--- src/rtl/ppc_rx_pkg.sv ---
package ppc_rx_pkg;

   typedef enum logic [1:0] {
      ACT_PASS   = 2'd0,
      ACT_FIX    = 2'd1,
      ACT_ROW    = 2'd2,
      ACT_GOBACK = 2'd3
   } ppc_act_e;

   typedef enum logic {
      ST_COLLECT = 1'b0,
      ST_DRAIN   = 1'b1
   } ppc_state_e;

endpackage

--- src/rtl/ppc_group_buf.sv ---
module ppc_group_buf #(
   parameter int DATA_W = 8,
   parameter int DEPTH  = 5,
   parameter int AW     = 3
) (
   input  logic              clk,
   input  logic              wr_en,
   input  logic [AW-1:0]     wr_idx,
   input  logic [DATA_W:0]   wr_flit,
   input  logic [DATA_W:0]   wr_mask,
   output logic [DATA_W:0]   wr_merged,
   input  logic [AW-1:0]     rd_idx,
   output logic [DATA_W-1:0] rd_data
);

   logic [DATA_W:0] mem [DEPTH];

   // masked columns take new bits, the rest keep what is stored
   assign wr_merged = (mem[wr_idx] & ~wr_mask) | (wr_flit & wr_mask);
   assign rd_data   = mem[rd_idx][DATA_W-1:0];

   always_ff @(posedge clk) begin
      for (int e = 0; e < DEPTH; e++) begin
         if (wr_en && (wr_idx == AW'(e))) begin
            mem[e] <= wr_merged;
         end
      end
   end

endmodule

--- src/rtl/ppc_syndrome.sv ---
module ppc_syndrome #(
   parameter int FLIT_W = 9,
   parameter int FLITS  = 5,
   parameter int AW     = 3
) (
   input  logic              clk,
   input  logic              rst_n,
   input  logic              en,
   input  logic [AW-1:0]     idx,
   input  logic [FLIT_W-1:0] flit,
   output logic [FLITS-1:0]  row_fail,
   output logic [FLIT_W-1:0] col_syn
);

   logic row_bad;
   assign row_bad = ^flit;

   always_ff @(posedge clk or negedge rst_n) begin
      if (!rst_n) begin
         row_fail <= '0;
         col_syn  <= '0;
      end else if (en) begin
         if (idx == '0) begin
            col_syn  <= flit;
            row_fail <= FLITS'(row_bad);
         end else begin
            col_syn       <= col_syn ^ flit;
            row_fail[idx] <= row_bad;
         end
      end
   end

endmodule

--- src/rtl/ppc_decide.sv ---
module ppc_decide
   import ppc_rx_pkg::*;
#(
   parameter int FLIT_W = 9,
   parameter int FLITS  = 5,
   parameter int AW     = 3
) (
   input  logic [FLITS-1:0]  row_fail,
   input  logic [FLIT_W-1:0] col_syn,
   input  logic              retry,
   output ppc_act_e          act,
   output logic [AW-1:0]     fix_row
);

   logic row_none, col_none, row_one, col_one;

   assign row_none = (row_fail == '0);
   assign col_none = (col_syn == '0);
   assign row_one  = ($countones(row_fail) == 1);
   assign col_one  = ($countones(col_syn) == 1);

   always_comb begin
      fix_row = '0;
      for (int r = 0; r < FLITS; r++) begin
         if (row_fail[r]) fix_row = AW'(r);
      end
   end

   always_comb begin
      if (row_none && col_none)            act = ACT_PASS;
      else if (retry)                      act = ACT_GOBACK;
      else if (row_one && col_one)         act = ACT_FIX;
      else if (row_none)                   act = ACT_ROW;
      else                                 act = ACT_GOBACK;
   end

endmodule

--- src/rtl/ppc_rx_corrector.sv ---
module ppc_rx_corrector
   import ppc_rx_pkg::*;
#(
   parameter int DATA_W      = 8,
   parameter int GROUP_FLITS = 4
) (
   input  logic              clk,
   input  logic              rst_n,
   input  logic              in_valid,
   input  logic [DATA_W:0]   in_flit,
   output logic              out_valid,
   output logic [DATA_W-1:0] out_data,
   output logic              out_last,
   output logic              req_row,
   output logic [DATA_W:0]   req_mask,
   output logic              req_goback
);

   localparam int FLIT_W    = DATA_W + 1;
   localparam int BUF_DEPTH = GROUP_FLITS + 1;
   localparam int IDX_W     = $clog2(BUF_DEPTH);

   generate
      if (DATA_W < 2) begin : g_bad_width
         $error("ppc_rx_corrector: DATA_W must be at least 2");
      end
      if (GROUP_FLITS < 2) begin : g_bad_group
         $error("ppc_rx_corrector: GROUP_FLITS must be at least 2");
      end
   endgenerate

   ppc_state_e        state_q;
   logic [IDX_W-1:0]  wr_cnt_q, rd_cnt_q, fix_row_q;
   logic              eval_q, retry_q, fix_en_q;
   logic [FLIT_W-1:0] wmask_q;
   logic [DATA_W-1:0] fix_mask_q;

   logic              accept, last_in;
   logic [FLIT_W-1:0] merged, col_syn;
   logic [BUF_DEPTH-1:0] row_fail;
   logic [DATA_W-1:0] rd_data, rd_fix;
   ppc_act_e          act;
   logic [IDX_W-1:0]  fix_row;

   assign accept  = in_valid && (state_q == ST_COLLECT) && !eval_q;
   assign last_in = accept && (wr_cnt_q == IDX_W'(BUF_DEPTH - 1));

   ppc_group_buf #(
      .DATA_W (DATA_W),
      .DEPTH  (BUF_DEPTH),
      .AW     (IDX_W)
   ) u_buf (
      .clk       (clk),
      .wr_en     (accept),
      .wr_idx    (wr_cnt_q),
      .wr_flit   (in_flit),
      .wr_mask   (wmask_q),
      .wr_merged (merged),
      .rd_idx    (rd_cnt_q),
      .rd_data   (rd_data)
   );

   ppc_syndrome #(
      .FLIT_W (FLIT_W),
      .FLITS  (BUF_DEPTH),
      .AW     (IDX_W)
   ) u_syn (
      .clk      (clk),
      .rst_n    (rst_n),
      .en       (accept),
      .idx      (wr_cnt_q),
      .flit     (merged),
      .row_fail (row_fail),
      .col_syn  (col_syn)
   );

   ppc_decide #(
      .FLIT_W (FLIT_W),
      .FLITS  (BUF_DEPTH),
      .AW     (IDX_W)
   ) u_dec (
      .row_fail (row_fail),
      .col_syn  (col_syn),
      .retry    (retry_q),
      .act      (act),
      .fix_row  (fix_row)
   );

   assign rd_fix = (fix_en_q && (rd_cnt_q == fix_row_q)) ? fix_mask_q : '0;

   always_ff @(posedge clk or negedge rst_n) begin
      if (!rst_n) begin
         state_q    <= ST_COLLECT;
         wr_cnt_q   <= '0;
         rd_cnt_q   <= '0;
         eval_q     <= 1'b0;
         retry_q    <= 1'b0;
         wmask_q    <= '1;
         fix_en_q   <= 1'b0;
         fix_row_q  <= '0;
         fix_mask_q <= '0;
         out_valid  <= 1'b0;
         out_data   <= '0;
         out_last   <= 1'b0;
         req_row    <= 1'b0;
         req_mask   <= '0;
         req_goback <= 1'b0;
      end else begin
         out_valid  <= 1'b0;
         out_last   <= 1'b0;
         req_row    <= 1'b0;
         req_goback <= 1'b0;

         if (accept) begin
            wr_cnt_q <= last_in ? '0 : wr_cnt_q + 1'b1;
            eval_q   <= last_in;
         end

         if (eval_q) begin
            eval_q <= 1'b0;
            unique case (act)
               ACT_PASS, ACT_FIX: begin
                  state_q    <= ST_DRAIN;
                  rd_cnt_q   <= '0;
                  fix_en_q   <= (act == ACT_FIX);
                  fix_row_q  <= fix_row;
                  fix_mask_q <= col_syn[DATA_W-1:0];
                  retry_q    <= 1'b0;
                  wmask_q    <= '1;
               end
               ACT_ROW: begin
                  req_row  <= 1'b1;
                  req_mask <= col_syn;
                  wmask_q  <= col_syn;
                  retry_q  <= 1'b1;
               end
               default: begin
                  req_goback <= 1'b1;
                  wmask_q    <= '1;
                  retry_q    <= 1'b1;
               end
            endcase
         end

         if (state_q == ST_DRAIN) begin
            out_valid <= 1'b1;
            out_data  <= rd_data ^ rd_fix;
            out_last  <= (rd_cnt_q == IDX_W'(GROUP_FLITS - 1));
            rd_cnt_q  <= rd_cnt_q + 1'b1;
            if (rd_cnt_q == IDX_W'(GROUP_FLITS - 1)) begin
               state_q <= ST_COLLECT;
            end
         end
      end
   end

endmodule

--- config.mk ---
export PLATFORM = sky130hd
export DESIGN_NAME = ppc_rx_corrector
export DESIGN_NICKNAME = d
export VERILOG_FILES = /design/src/rtl/ppc_rx_pkg.sv /design/src/rtl/ppc_group_buf.sv /design/src/rtl/ppc_syndrome.sv /design/src/rtl/ppc_decide.sv /design/src/rtl/ppc_rx_corrector.sv
export SDC_FILE = /design/constraint.sdc
export NUM_CORES = 1
export LEC_CHECK = 0
export BUFFER_PORTS_ARGS = -buffer_cell sky130_fd_sc_hd__buf_4
export CAP_MARGIN = 0
export CORE_ASPECT_RATIO = 0.5
export CORE_MARGIN = 1
export CORE_UTILIZATION = 30
export CTS_BUF_LIST = sky130_fd_sc_hd__clkbuf_4 sky130_fd_sc_hd__clkbuf_8
export DETAILED_ROUTE_END_ITERATION = 10
export PLACE_DENSITY = 0.49
export SETUP_SLACK_MARGIN = 0.3
export SYNTH_ARGS = -nofsm -noshare
export SYNTH_HDL_FRONTEND = slang
export SYNTH_SLANG_ARGS = --single-unit
--- constraint.sdc ---
create_clock -name clk -period 3.6 [get_ports clk]
set_input_delay 0.54 -clock clk [delete_from_list [all_inputs] [get_ports clk]]
set_output_delay 0.54 -clock clk [all_outputs]
set_load 0.02 [all_outputs]
==> reports/qor.yml, run 1 <==
relSlewSlack: 0.441
seq_area_frac_synth: 0.557
reg2regPathDepth: 14
area_growth_pct: 25.7
final_common_cell: "buf_4"
r2r_setup_slack_ps: -180
vias_per_cell: 4.63
power.switching_mw: 2.36
synthCells: 447
path_cells: "inv_2, ha_4, inv_2, fa_2, fa_1, inv_1, ha_2, fa_1, nand4b_1, or4b_4, buf_6, or4b_4, clkbuf_16, o21ai_1"
tightest_slew_ps: 838
place_ws_ps: -163
worst-path-buf-inv: 5
grtUsageTotal: 0.158
drtIter0Drc: 252
fin_cells: 772
critical_path_class: "reg -> reg"
die_w_um: 191
seqCellArea_um2: 2990
grt_pass1_vias: 3589
port_buffers: 32
mostFrequentLayoutCells: "buf_4 (75), nand2_1 (58), dfrtp_1 (56)"
drtAntennaViolNets: 0
drv_slew: 0
nets: 573
ys_types: 47
drt_first_pass_iters: 7
period_needed_ps: 3780
synth_top_cell_by_area: "dfrtp_1"
initial_core_util: 0.308
cpPeakStageDelay_ps: 510
n_fill_cell: 1710
grt_first_pass_wirelength_um: 21200
synth_edf_count: 45
drt_wl_total_um: 13900
power_frac_seq: 0.351
worst_ep_required_time_ps: 3870
arrival_ps: 4050
rr_startpoint: "u_syn.col_syn[6]"
cts_root_buf: "clkbuf_8"
synth_area_leaders: "dfrtp_1 (26%), edfxtp_1 (25%), ha_1 (4.9%)"
path_max_fanout: 8
combPwrFrac: 0.513
row_count: 34
finalWorstSetupSlack_ps: -183
max_freq_mhz: 264
fin_area_um2: 6750
wl_per_cell_um: 18.0
postCtsHoldBufs: 0
final_core_util: 0.387
drc: 1
outcome: "complete, but fails checks"
ios: 33
rsz0062_at_grt: "true"
synth_seq_cells: 110
place_congestion: 0.751
vdd_drop_max_mv: 0.300
clk_pin_slew_ps: 110
synth_area_um2: 5370
violations: "design-rule violations, negative setup slack"
hp-class: "in -> async"
clk_latency_ps: 380
drive_gt1_frac: 0.340
critical-path-slowest-cell: "fa_1"
syn_nets: 487
yosys_warnings: 0
finalHoldViolCount: 0
cts_tree: "done"
p_leak_nw: 2.90
fin_crit_sh: 1.05
die-area_um2: 18500
dp.cells: 722
fin_skew_ps: 13.3
multi_input_area_um2: 2270
p_int_mw: 3.61
coreArea_um2: 17400
clock_path_buffers: 2
cts.htree.levels: 3
path_depth: 14
powerDensity_nw_per_um2: 884
grt_max_degree: 66
grt-ovfl-total: 0
critPathLaunchType: "register"
pwr-share-clk: 0.137
netlist.area_leader.share: 0.261
end_kind: "register"
die_h_um: 96.6
maxCapViolations: 0
antenna_found_initial: 0
r2r_end: "req_mask[4]"
avgSynthCellArea_um2: 12.0
antenna_cells: 0
cts_sinks: 110
vias: 3574
crit_family: "adder cells"
async_reset_ff_frac: 0.591
dpl_cell_area_um2: 6090
dp_hpwl_um: 9360
switching_share: 0.396
numCtsBuffers: 9
ys.flop_type: "dfrtp_1"
setup_viol: 34
==> synthesized netlist by cell type (3+ instances only) <==
cell,number
a21oi_1,16
and3_1,3
buf_2,4
clkbuf_1,9
dfrtp_1,56
dfstp_2,9
edfxtp_1,45
fa_1,7
ha_1,21
inv_1,38
mux2_2,11
mux2i_1,13
mux4_2,11
nand2_1,62
nand2b_1,3
nand3_1,7
nand3b_1,3
nor2_1,22
nor2b_1,5
nor3_1,5
o21ai_0,27
o21ai_1,3
o22a_1,3
o22ai_1,5
o31a_1,4
o31ai_1,4
xnor2_1,11
xor2_1,15
==> routing by layer <==
| layer | up-vias | share of wire | GRT usage |
|---|---|---|---|
| li1 | 1720 | - | - |
| met1 | 1784 | 0.48 | 0.225 |
| met2 | 61 | 0.45 | 0.247 |
| met3 | 9 | 0.053 | 0.0339 |
| met4 | 0 | 0.011 | 0.0364 |
| met5 | - | 0 | 0 |
==> area by class of cell <==
class,instances,share of cell area
clock buffer,11,0.0224
clock inverter,5,0.00983
inverter,40,0.0241
multi-input combinational,279,0.336
sequential,110,0.443
tap,234,0.0434
timing repair buffer,92,0.120
timing repair inverter,1,0.00167
==> through the flow <==
stage                     power [mW]  TNS, ps  hold WS [ps]
final                           5.97    -3420           253
after global routing            6.40    -7020           300
after floorplan                 3.79        0           244
after detailed placement        4.71    -3710           474
after CTS                       5.85    -3450           269
after global placement          4.68    -2510           465
==> worst register-to-register path, delay by kind of cell, from the launching register on <==
kind | cells | cell delay [ps]
AOI/OAI and AO/OA | 1 | 70
adders and majority gates | 5 | 1740
buffers and inverters | 5 | 470
DFF | 1 | 390
and+or+nand+nor | 3 | 990
==> power groups by stage <==
stage	logic [mW]	registers, mW	clock network [mW]
2_1_floorplan	1.77	2.02	0
3_3_place_gp	2.56	2.12	0
3_5_place_dp	2.59	2.12	0
4_1_cts	2.92	2.09	0.842
5_1_grt	3.36	2.15	0.893
6_report	3.06	2.09	0.816
==> cell families (layout without fill, tap and decap cells) <==
group | Yosys count | after routing | synth area share
buffers and inverters | 58 | 149 | 0.0457
flip-flops | 110 | 110 | 0.557
adder cells (fa/ha/maj) | 28 | 28 | 0.0750
XOR/XNOR | 27 | 27 | 0.0466
multiplexers | 36 | 36 | 0.0955
AO/OA/AOI/OAI | 72 | 72 | 0.0844
AND/OR/NAND/NOR | 116 | 116 | 0.0960
==> how the worst max path moves through the flow <==
stage,startpoint,endpoint,slack [ps]
finish,u_syn.col_syn[6],req_mask[4],-180
global route,u_syn.col_syn[3],req_mask[4],-280
CTS,u_syn.col_syn[5],req_mask[5],-150
detailed placement,u_syn.col_syn[3],req_mask[8],-160
global placement,u_syn.col_syn[3],req_mask[8],-120
floorplan,u_syn.col_syn[6],req_mask[0],7
==> state kept, by name, summed over array words and instances (netlist names) <==
signal	count
req_row	1
rd_cnt_q	3
out_last	1
state_q	1
wr_cnt_q	3
out_data	8
wmask_q	9
retry_q	1
u_buf.mem	45
out_valid	1
req_mask	9
eval_q	1
fix_mask_q	8
u_syn.col_syn	9
u_syn.row_fail	5
req_goback	1
fix_row_q	3
fix_en_q	1
==> timing repair <==
action | CTS | global route
pin swaps | 6 | 8
setup endpoints to repair | 37 | 37
gates resized for setup | 14 | 23
hold endpoints to repair | 0 | 0
buffers inserted | 29 | 2
cloned | 1 | 2
Note: power is estimated with default switching activity, not from simulation.
==> run 2: changes to the inputs <==
- ABC_AREA: default -> 1
- PLACE_DENSITY: 0.49 -> default
==> run 2 against run 1 <==
The run ends with negative setup slack left. Largest power group unchanged. Register-to-register slack better by 180 ps. Cell area is 3.6% higher. Routed wire length grew 7.9%. Core utilization is 1.5 points lower. Sequential share of layout area fell by 1.5 points. Cell count increased by 25%. Clock power fell by 13%. Power increased by 1.9%. Clock-buffer cell count is 2 lower. Sequential cell count is the same. Largest cell class unchanged. Sequential power decreased by 2%. First-iteration DRC count rose by 23%.
==> reports/qor.yml, run 2 <==
outcome: "complete, but fails checks"
violations: "negative setup slack"
synthTopCellsByCount: "nand2_1 (111), nor2_1 (94), inv_1 (89)"
maxCapViolations: 0
largest_reg_flops: 45
die-area_um2: 20200
async_reset_ff_frac: 0.591
wl_per_cell_um: 15.6
place_ws_ps: -145
n_fill_cell: 1851
netlist.area_leader.share: 0.238
powerDensity_nw_per_um2: 870
switching_share: 0.465
synth_seq_cells: 110
die_h_um: 101
vias_per_cell: 4.63
crit_start: "u_syn.col_syn[1]"
setup_tns_ps: -4.58
regMostFlops: "u_buf.mem"
drt_first_pass_iters: 5
end_kind: "register"
avgSynthCellArea_um2: 9.12
dp_hpwl_um: 10900
grtUsageTotal: 0.159
grt_pass1_vias: 4483
setup_viol: 1
r2r_end: "req_mask[5]"
finalWorstSetupSlack_ps: -4.58
final_common_cell: "nand2_1"
synth_top_cell_by_area: "dfrtp_1"
antenna_cells: 0
die_w_um: 200
ios: 33
syn_nets: 685
cts_sinks: 110
mostFrequentLayoutCells: "nand2_1 (102), inv_1 (81), nor2_1 (80)"
cts_tree: "done"
drtIter0Drc: 310
drc: 0
critPathLaunchType: "register"
antenna_found_initial: 0
worstSetupEndpoint: "req_mask[5]"
vias: 4458
pwr-share-clk: 0.117
synth_edf_count: 45
fin_skew_ps: 15.7
drt_wl_total_um: 15000
area_growth_pct: 18.9
drv_slew: 0
grt-ovfl-total: 0
nets: 739
drive_gt1_frac: 0.260
port_buffers: 32
grt_first_pass_wirelength_um: 23900
postCtsHoldBufs: 0
clk_latency_ps: 390
grt_max_degree: 66
p_int_mw: 3.25
power.switching_mw: 2.83
place_congestion: 0.860
yosys_warnings: 0
synthCells: 645
rsz0062_at_grt: "true"
worst_ep_required_time_ps: 3880
clock_path_buffers: 2
cts.htree.levels: 3
numCtsBuffers: 9
row_count: 35
power_frac_seq: 0.336
clk_pin_slew_ps: 120
relSlewSlack: 0.405
cts_root_buf: "clkbuf_8"
max_freq_mhz: 277
ys.flop_type: "dfrtp_1"
seq_area_frac_synth: 0.508
combPwrFrac: 0.547
r2r_setup_slack_ps: -5
arrival_ps: 3880
drtAntennaViolNets: 0
finalHoldViolCount: 0
tightest_slew_ps: 891
hp-class: "in -> async"
rr_startpoint: "u_syn.col_syn[1]"
synth_area_leaders: "dfrtp_1 (24%), edfxtp_1 (23%), nand2_1 (7.1%)"
p_leak_nw: 3.11
fin_crit_sh: 1.00
critical_path_class: "reg -> reg"
ys_types: 37
reg2regPathDepth: 16
vdd_drop_max_mv: 0.461
path_max_fanout: 5
period_needed_ps: 3600
coreArea_um2: 18800
post-synth-top-count-cell: "nand2_1"
initial_core_util: 0.313
synth_area_um2: 5880
[run 2: changes by cell type after synthesis, moves of 10 or more]
| cell | before | now |
|---|---|---|
| o21ai_0 | 27 | 39 |
| inv_1 | 38 | 89 |
| a21oi_1 | 16 | 30 |
| nand3_1 | 7 | 17 |
| nand2_2 | 0 | 11 |
| mux4_2 | 11 | 0 |
| mux2i_1 | 13 | 0 |
| nand2_1 | 62 | 111 |
| mux2_2 | 11 | 0 |
| nand3_2 | 0 | 11 |
| nor2_1 | 22 | 94 |
[run 2: how the worst min path moves through the flow]
stage,end,cells after the start,from,slack (ps)
final,req_mask[2],1,rst_n,240
after global routing,out_data[4],1,rst_n,300
after CTS,req_mask[2],1,rst_n,270
after detailed placement,out_valid,0,state_q,460
after global placement,out_valid,0,state_q,460
after floorplan,eval_q,0,rst_n,240
[run 2: cell families (layout without fill, tap and decap cells)]
kind of cell | Yosys count | after routing | share of synthesized area
AOI/OAI and AO/OA | 93 | 93 | 0.0877
xor gates and xnor gates | 18 | 18 | 0.0268
adders and majority gates | 28 | 28 | 0.0685
buffers and inverters | 117 | 176 | 0.0858
DFF | 110 | 110 | 0.508
and+or+nand+nor | 279 | 279 | 0.223
[run 2: area by class of cell]
| class | instances | area [um^2] | share of cell area |
|---|---|---|---|
| repair buffers | 62 | 515 | 0.0738 |
| inverters | 97 | 384 | 0.0550 |
| well taps | 259 | 324 | 0.0464 |
| multi-input cells | 418 | 2590 | 0.370 |
| flip-flops and latches | 110 | 2990 | 0.428 |
| repair inverters | 1 | 8.76 | 0.00125 |
| clock inverters | 7 | 57.6 | 0.00823 |
| clock buffers | 9 | 124 | 0.0177 |
[run 2: what timing repair did]
action,in CTS,in global routing
endpoints found under the setup margin,36,37
gates resized for setup,51,31
setup buffers,8,0
gates cloned,1,0
pin swaps,12,11
[run 2: per-layer routing]
metal | vias to the layer above | wire (um) | global-route usage
li1 | 2163 | - | -
met1 | 2166 | 6960 | 0.220
met2 | 111 | 6900 | 0.257
met3 | 18 | 895 | 0.0268
met4 | 0 | 233 | 0.0435
met5 | - | 0 | 0
[run 2: per-stage QoR]
step,cell area [um^2],power [mW],hold slack (ps),std cells,util
finish,6990,6.08,241,963,0.372
global route,6990,6.60,304,963,0.372
CTS,6910,6.08,266,963,0.368
detailed placement,6510,5.08,459,938,0.346
global placement,6510,5.04,463,938,0.346
floorplan,5910,4.16,244,645,-
[run 2: critical path: stages, from the launching register on]
cell	delay [ps]
dfrtp_1	440
ha_2	200
fa_1	560
inv_2	40
fa_1	470
inv_1	50
ha_2	160
fa_1	460
nand3b_1	150
nor4_4	50
buf_4	130
nor3_4	140
inv_2	80
nor2_4	200
clkinv_4	170
nor2_4	150
nor2_1	50
[run 2: power groups by stage]
stage,clock network (mW),logic [mW],registers (mW)
final,0.711,3.33,2.04
after global routing,0.770,3.74,2.09
after CTS,0.729,3.31,2.04
after detailed placement,0,3.02,2.06
after global placement,0,2.99,2.05
after floorplan,0,2.10,2.05
